### src/rtl/gpio_port_pkg.sv
package gpio_port_pkg;
    localparam int ADDR_W = 3;

    typedef enum logic [ADDR_W-1:0] {
        REG_DIR  = 3'd0,
        REG_LAT  = 3'd1,
        REG_PORT = 3'd2,
        REG_ODC  = 3'd3,
        REG_DSEL = 3'd4
    } reg_sel_e;

    typedef enum logic [0:0] {
        RD_IDLE = 1'b0,
        RD_RESP = 1'b1
    } rd_state_e;
endpackage

### src/rtl/gpio_regs.sv
module gpio_regs
    import gpio_port_pkg::*;
#(
    parameter int WIDTH = 16
) (
    input  logic              clk,
    input  logic              rst_n,
    input  logic [ADDR_W-1:0] addr,
    input  logic              wr_en,
    input  logic [WIDTH-1:0]  wdata,
    output logic [WIDTH-1:0]  dir_q,
    output logic [WIDTH-1:0]  lat_q,
    output logic [WIDTH-1:0]  odc_q,
    output logic [WIDTH-1:0]  dsel_q
);
    logic wr_dir, wr_lat, wr_odc, wr_dsel;

    always_comb begin
        wr_dir  = 1'b0;
        wr_lat  = 1'b0;
        wr_odc  = 1'b0;
        wr_dsel = 1'b0;
        if (wr_en) begin
            case (reg_sel_e'(addr))
                REG_DIR:  wr_dir  = 1'b1;
                REG_LAT,
                REG_PORT: wr_lat  = 1'b1;
                REG_ODC:  wr_odc  = 1'b1;
                REG_DSEL: wr_dsel = 1'b1;
                default:  ;
            endcase
        end
    end

    always_ff @(posedge clk or negedge rst_n) begin
        if (!rst_n) begin
            dir_q  <= '1;
            lat_q  <= '0;
            odc_q  <= '0;
            dsel_q <= '0;
        end else begin
            if (wr_dir)  dir_q  <= wdata;
            if (wr_lat)  lat_q  <= wdata;
            if (wr_odc)  odc_q  <= wdata;
            if (wr_dsel) dsel_q <= wdata;
        end
    end

    AST_DIR_WRITE_TAKES: assert property (@(posedge clk) disable iff (!rst_n)
        (wr_en && addr == REG_DIR) |=> (dir_q == $past(wdata)));
    AST_PORT_WRITE_HITS_LATCH: assert property (@(posedge clk) disable iff (!rst_n)
        (wr_en && addr == REG_PORT) |=> (lat_q == $past(wdata)));
endmodule

### src/rtl/gpio_drive.sv
module gpio_drive #(
    parameter int WIDTH = 16
) (
    input  logic             clk,
    input  logic             rst_n,
    input  logic [WIDTH-1:0] dir_q,
    input  logic [WIDTH-1:0] lat_q,
    input  logic [WIDTH-1:0] odc_q,
    input  logic [WIDTH-1:0] dsel_q,
    output logic [WIDTH-1:0] pad_out,
    output logic [WIDTH-1:0] pad_oe,
    output logic [WIDTH-1:0] adc_route
);
    for (genvar p = 0; p < WIDTH; p++) begin : g_pin
        logic is_output;
        assign is_output = ~dir_q[p];
        always_comb begin
            if (odc_q[p]) begin
                pad_out[p] = 1'b0;
                pad_oe[p]  = is_output & ~lat_q[p];
            end else begin
                pad_out[p] = lat_q[p];
                pad_oe[p]  = is_output;
            end
        end
        assign adc_route[p] = dir_q[p] & ~dsel_q[p];
    end

    AST_INPUT_NEVER_DRIVEN: assert property (@(posedge clk) disable iff (!rst_n)
        ((pad_oe & dir_q) == '0));
    AST_OD_NEVER_DRIVES_HIGH: assert property (@(posedge clk) disable iff (!rst_n)
        ((pad_oe & odc_q & pad_out) == '0));
    AST_PUSHPULL_ENABLED: assert property (@(posedge clk) disable iff (!rst_n)
        ((~dir_q & ~odc_q & ~pad_oe) == '0));
endmodule

### src/rtl/gpio_rdpath.sv
module gpio_rdpath
    import gpio_port_pkg::*;
#(
    parameter int WIDTH       = 16,
    parameter int SYNC_STAGES = 2
) (
    input  logic              clk,
    input  logic              rst_n,
    input  logic [ADDR_W-1:0] addr,
    input  logic              rd_en,
    input  logic [WIDTH-1:0]  pad_in,
    input  logic [WIDTH-1:0]  dir_q,
    input  logic [WIDTH-1:0]  lat_q,
    input  logic [WIDTH-1:0]  odc_q,
    input  logic [WIDTH-1:0]  dsel_q,
    output logic [WIDTH-1:0]  rdata,
    output logic              rvalid
);
    localparam int LAST = SYNC_STAGES - 1;

    logic [WIDTH-1:0] sync_q [SYNC_STAGES];
    logic [WIDTH-1:0] port_view;
    logic [WIDTH-1:0] mux_val;
    rd_state_e        state_q, state_d;

    always_ff @(posedge clk or negedge rst_n) begin
        if (!rst_n) sync_q[0] <= '0;
        else        sync_q[0] <= pad_in;
    end

    for (genvar s = 1; s < SYNC_STAGES; s++) begin : g_sync
        always_ff @(posedge clk or negedge rst_n) begin
            if (!rst_n) sync_q[s] <= '0;
            else        sync_q[s] <= sync_q[s-1];
        end
    end

    assign port_view = sync_q[LAST] & dsel_q;

    always_comb begin
        case (reg_sel_e'(addr))
            REG_DIR:  mux_val = dir_q;
            REG_LAT:  mux_val = lat_q;
            REG_PORT: mux_val = port_view;
            REG_ODC:  mux_val = odc_q;
            REG_DSEL: mux_val = dsel_q;
            default:  mux_val = '0;
        endcase
    end

    always_ff @(posedge clk or negedge rst_n) begin
        if (!rst_n) state_q <= RD_IDLE;
        else        state_q <= state_d;
    end

    always_comb begin
        state_d = state_q;
        unique case (state_q)
            RD_IDLE: if (rd_en)  state_d = RD_RESP;
            RD_RESP: if (!rd_en) state_d = RD_IDLE;
        endcase
    end

    always_ff @(posedge clk or negedge rst_n) begin
        if (!rst_n)     rdata <= '0;
        else if (rd_en) rdata <= mux_val;
    end

    assign rvalid = (state_q == RD_RESP);

    AST_RVALID_AFTER_READ: assert property (@(posedge clk) disable iff (!rst_n)
        rd_en |=> rvalid);
    AST_RVALID_QUIET: assert property (@(posedge clk) disable iff (!rst_n)
        !rd_en |=> !rvalid);
    AST_ANALOG_READS_LOW: assert property (@(posedge clk) disable iff (!rst_n)
        (rd_en && addr == REG_PORT) |=> ((rdata & ~$past(dsel_q)) == '0));
endmodule

### src/rtl/gpio_port_ctrl.sv
module gpio_port_ctrl
    import gpio_port_pkg::*;
#(
    parameter int WIDTH       = 16,
    parameter int SYNC_STAGES = 2
) (
    input  logic              clk,
    input  logic              rst_n,
    input  logic [ADDR_W-1:0] bus_addr,
    input  logic              bus_wr_en,
    input  logic              bus_rd_en,
    input  logic [WIDTH-1:0]  bus_wdata,
    output logic [WIDTH-1:0]  bus_rdata,
    output logic              bus_rvalid,
    input  logic [WIDTH-1:0]  pad_in,
    output logic [WIDTH-1:0]  pad_out,
    output logic [WIDTH-1:0]  pad_oe,
    output logic [WIDTH-1:0]  adc_route
);
    logic [WIDTH-1:0] dir_q, lat_q, odc_q, dsel_q;

    gpio_regs #(.WIDTH(WIDTH)) i_regs (
        .clk    (clk),
        .rst_n  (rst_n),
        .addr   (bus_addr),
        .wr_en  (bus_wr_en),
        .wdata  (bus_wdata),
        .dir_q  (dir_q),
        .lat_q  (lat_q),
        .odc_q  (odc_q),
        .dsel_q (dsel_q)
    );

    gpio_drive #(.WIDTH(WIDTH)) i_drive (
        .clk       (clk),
        .rst_n     (rst_n),
        .dir_q     (dir_q),
        .lat_q     (lat_q),
        .odc_q     (odc_q),
        .dsel_q    (dsel_q),
        .pad_out   (pad_out),
        .pad_oe    (pad_oe),
        .adc_route (adc_route)
    );

    gpio_rdpath #(.WIDTH(WIDTH), .SYNC_STAGES(SYNC_STAGES)) i_rdpath (
        .clk    (clk),
        .rst_n  (rst_n),
        .addr   (bus_addr),
        .rd_en  (bus_rd_en),
        .pad_in (pad_in),
        .dir_q  (dir_q),
        .lat_q  (lat_q),
        .odc_q  (odc_q),
        .dsel_q (dsel_q),
        .rdata  (bus_rdata),
        .rvalid (bus_rvalid)
    );

    AST_ADC_NOT_ON_DRIVEN_PIN: assert property (@(posedge clk) disable iff (!rst_n)
        ((adc_route & pad_oe) == '0));
endmodule

### config.mk
export PLATFORM = sky130hd
export DESIGN_NAME = gpio_port_ctrl
export DESIGN_NICKNAME = d
export VERILOG_FILES = /design/src/rtl/gpio_port_pkg.sv /design/src/rtl/gpio_regs.sv /design/src/rtl/gpio_drive.sv /design/src/rtl/gpio_rdpath.sv /design/src/rtl/gpio_port_ctrl.sv
export SDC_FILE = /design/constraint.sdc
export NUM_CORES = 1
export LEC_CHECK = 0
export BUFFER_PORTS_ARGS = -buffer_cell sky130_fd_sc_hd__buf_4
export CORE_ASPECT_RATIO = 0.9
export CORE_MARGIN = 2
export CORE_UTILIZATION = 45
export DETAILED_ROUTE_END_ITERATION = 8
export GPL_TIMING_DRIVEN = 0
export PLACE_DENSITY_LB_ADDON = 0.05
export SYNTH_ARGS = -nofsm -noshare
export SYNTH_HDL_FRONTEND = slang
export SYNTH_SLANG_ARGS = --single-unit
### constraint.sdc
create_clock -name clk -period 2.9 [get_ports clk]
set_clock_uncertainty 0.05 [all_clocks]
set_input_delay 0.58 -clock clk [delete_from_list [all_inputs] [get_ports clk]]
set_output_delay 0.58 -clock clk [all_outputs]
set_load 0.05 [all_outputs]
==> impl_metrics.yaml <==
synth:
  yosysUniqueCellTypes: 26
  postSynthCellCount: 388
  synth_ff_type: "dfrtp_1"
  ys_seq_area_share_pct: 59.4
  synth.avg_cell_area_um2: 12.4
  async_reset_ff_share_pct: 100
  synth-edff-count: 0
  ys_ff_latch: 113
  netlist_area_um2: 4800
  ys_warn_count: 0
  syn-num-nets: 427
cells_and_area:
  drive_above_1_share_pct: 39.5
  syn_to_final_growth_pct: 32.4
  final-instance-count-excl-fill: 653
  fin_util_pct: 61.7
  final_cell_area_um2: 6350
  final_nets: 550
  antenna_cells: 0
critical_path:
  cp_num_buf_inv: 1
  cpPeakStageDelay_ns: 0.55
  crit_slowest_cell: "dfstp_2"
  startpoint_type: "flop"
  end_kind: "primary output"
  crit_path_cell_trace: "nor2b_1 > buf_4"
  cp.required_ns: 2.27
  crit_arrival_ns: 1.40
  cp_max_fo: 4
  critPathKind: "flop to primary output"
  cp_top_family: "flip-flops"
grt:
  busiest_layer: "met1"
  grt_use_met1_pct: 31.0
  antenna_found_initial: 0
  grt_max_degree: 114
  grt_pass1_vias: 3362
  gr-usage-met3_pct: 5.63
  groute.usage.overall_pct: 21.2
  use_met2_pct: 30.9
  grt_pass1_wl_mm: 18.4
  grt_overflow: 0
sta:
  worst_hold_slack_ns: 0.0213
  tightest_slew_ns: 0.566
  finalCritPeriodShare_pct: 69.9
  slew-limit-headroom_pct: 62.3
  layout_min_cycle_time_ns: 2.03
  fin_tns_setup_ns: 0
  slew_viol_final: 0
  rsz0062_at_grt: "false"
  fmax_mhz: 493
  fin_ws_ns: 0.873
  setup_viol: 0
  hold_viol: 0
clock_tree:
  cts_sinks: 113
  clk_pin_slew_ns: 0.06
  cts_post_setup_buffers_inserted: 0
  cts_tree: "built"
  cts_buffers: 17
  holdBufCountCts: 0
  clkLatencyLatePin_ns: 0.40
  clk_path_buf_depth: 2
  htreeDepth: 4
  ctsRootBufferMaster: "clkbuf_16"
  post_cts_resized: 0
drt:
  detail_route.wl_per_cell_um: 17.6
  vias: 3356
  initialDrtViolationCount: 201
  firstDrtPassIters: 4
  wl_mm: 11.5
  via_per_inst: 5.14
  drc: 0
  ant_nets: 0
pwr:
  clkPwrFrac_pct: 35.1
  p_leak_nw: 2.83
  powerDensity_nw_per_um2: 911
  p_sw_share_pct: 35.6
  pwr-share-comb_pct: 29.3
  internal-power_mw: 3.72
  power.total_mw: 5.78
  power_frac_seq_pct: 35.6
  switchingPower_mw: 2.06
  irDropWorstVdd_mv: 0.575
floorplan:
  die_height_um: 102
  die_area_um2: 11500
  coreArea_um2: 10300
  ios: 104
  initial_utilization_pct: 46.6
  die_w_um: 113
  rows: 35
place:
  place_area_um2: 5730
  numPlacedInstances: 620
  dp_hpwl_mm: 7.96
  portBuffers: 103
  gp_congestion: 0.798
  place_ws_ns: 0.665
hold_path:
  hp-class: "input port to asynchronous set/reset pin"
run:
  max-cap-violations: 0
run_status:
  status: "complete, no violations"
==> routing by layer <==
metal | up-vias | part of all wire [%]
li1 | 1613 | -
met1 | 1636 | 48
met2 | 95 | 45
met3 | 12 | 6.2
met4 | 0 | 1.1
met5 | - | 0
==> power groups by stage <==
stage	Sequential (mW)	Clock (mW)	Combinational [mW]
finish	2.05	2.03	1.69
global route	2.09	2.15	1.79
CTS	2.05	2.07	1.70
detailed placement	2.08	0	1.70
global placement	2.06	0	1.68
floorplan	2.11	0	1.09
==> cell families after synthesis <==
| kind of cell | Yosys count | share of synthesized area, % |
|---|---|---|
| mux | 64 | 15.0 |
| flops | 113 | 59.4 |
| compound gates | 97 | 13.0 |
| simple gates | 58 | 7.41 |
| xor+xnor | 1 | 0.183 |
| buf+inv | 55 | 5.01 |
==> cell usage in the layout (no fill, tap or decap), drive strengths merged <==
cell      synthesis  routed
a21oi            33      33
a22oi            15      15
and3              1       1
buf              14     118
bufinv            0       2
clkbuf            9      26
clkinv            0       5
clkinvlp          0       5
dfrtp            97      97
dfstp            16      16
inv              32      35
mux2             64      64
nand2            17      17
nand2b            1       1
nand3             1       1
nor2              2       2
nor2b            34      34
nor3              1       1
nor3b             1       1
o21ai            17      17
o22ai            16      16
o32a             16      16
xnor2             1       1
==> flip-flops by register name, indices dropped and copies added (netlist names) <==
signal,flops
i_rdpath.rdata,16
i_rdpath.rvalid,1
i_rdpath.sync_q,32
i_regs.dir_q,16
i_regs.dsel_q,16
i_regs.lat_q,16
i_regs.odc_q,16
==> synth_stat cells, types with 2 or more instances <==
cell type	count	area, um^2
nor2b_1	34	213
dfstp_2	16	420
buf_4	5	37.5
mux2_1	26	293
dfrtp_1	97	2430
buf_2	6	30.0
a22oi_1	15	113
buf_1	2	7.51
o22ai_1	16	100
o21ai_0	14	70.1
a21oi_1	33	165
clkbuf_1	9	33.8
o21ai_1	3	15.0
inv_1	32	120
mux2_2	38	428
o32a_1	16	160
nand2_1	17	63.8
==> final timing paths <==
check / depth (start not counted) / to / from / slack (ns)
min in group clk: 1 / i_rdpath.sync_q[30] / pad_in[14] / 0.23
hold reg to reg: 0 / i_rdpath.sync_q[2] / i_rdpath.sync_q[18] / 0.29
max in group asynchronous: 2 / i_regs.dir_q[11] / rst_n / 2.05
setup reg to reg: 4 / i_rdpath.rdata[2] / i_regs.odc_q[2] / 1.44
setup / recovery: 2 / adc_route[13] / i_regs.dir_q[13] / 0.87
hold / removal: 1 / i_rdpath.rdata[1] / rst_n / 0.02
==> final cells by class <==
| cell class | instances | area [um^2] |
|---|---|---|
| clock inverter | 15 | 160 |
| inverter | 32 | 120 |
| buffer | 23 | 120 |
| sequential | 113 | 2850 |
| tap | 129 | 161 |
| multi-input combinational | 220 | 1710 |
| timing repair buffer | 104 | 805 |
| clock buffer | 17 | 425 |
| fill | 826 | 3940 |
(Power assumes the default switching activity.)
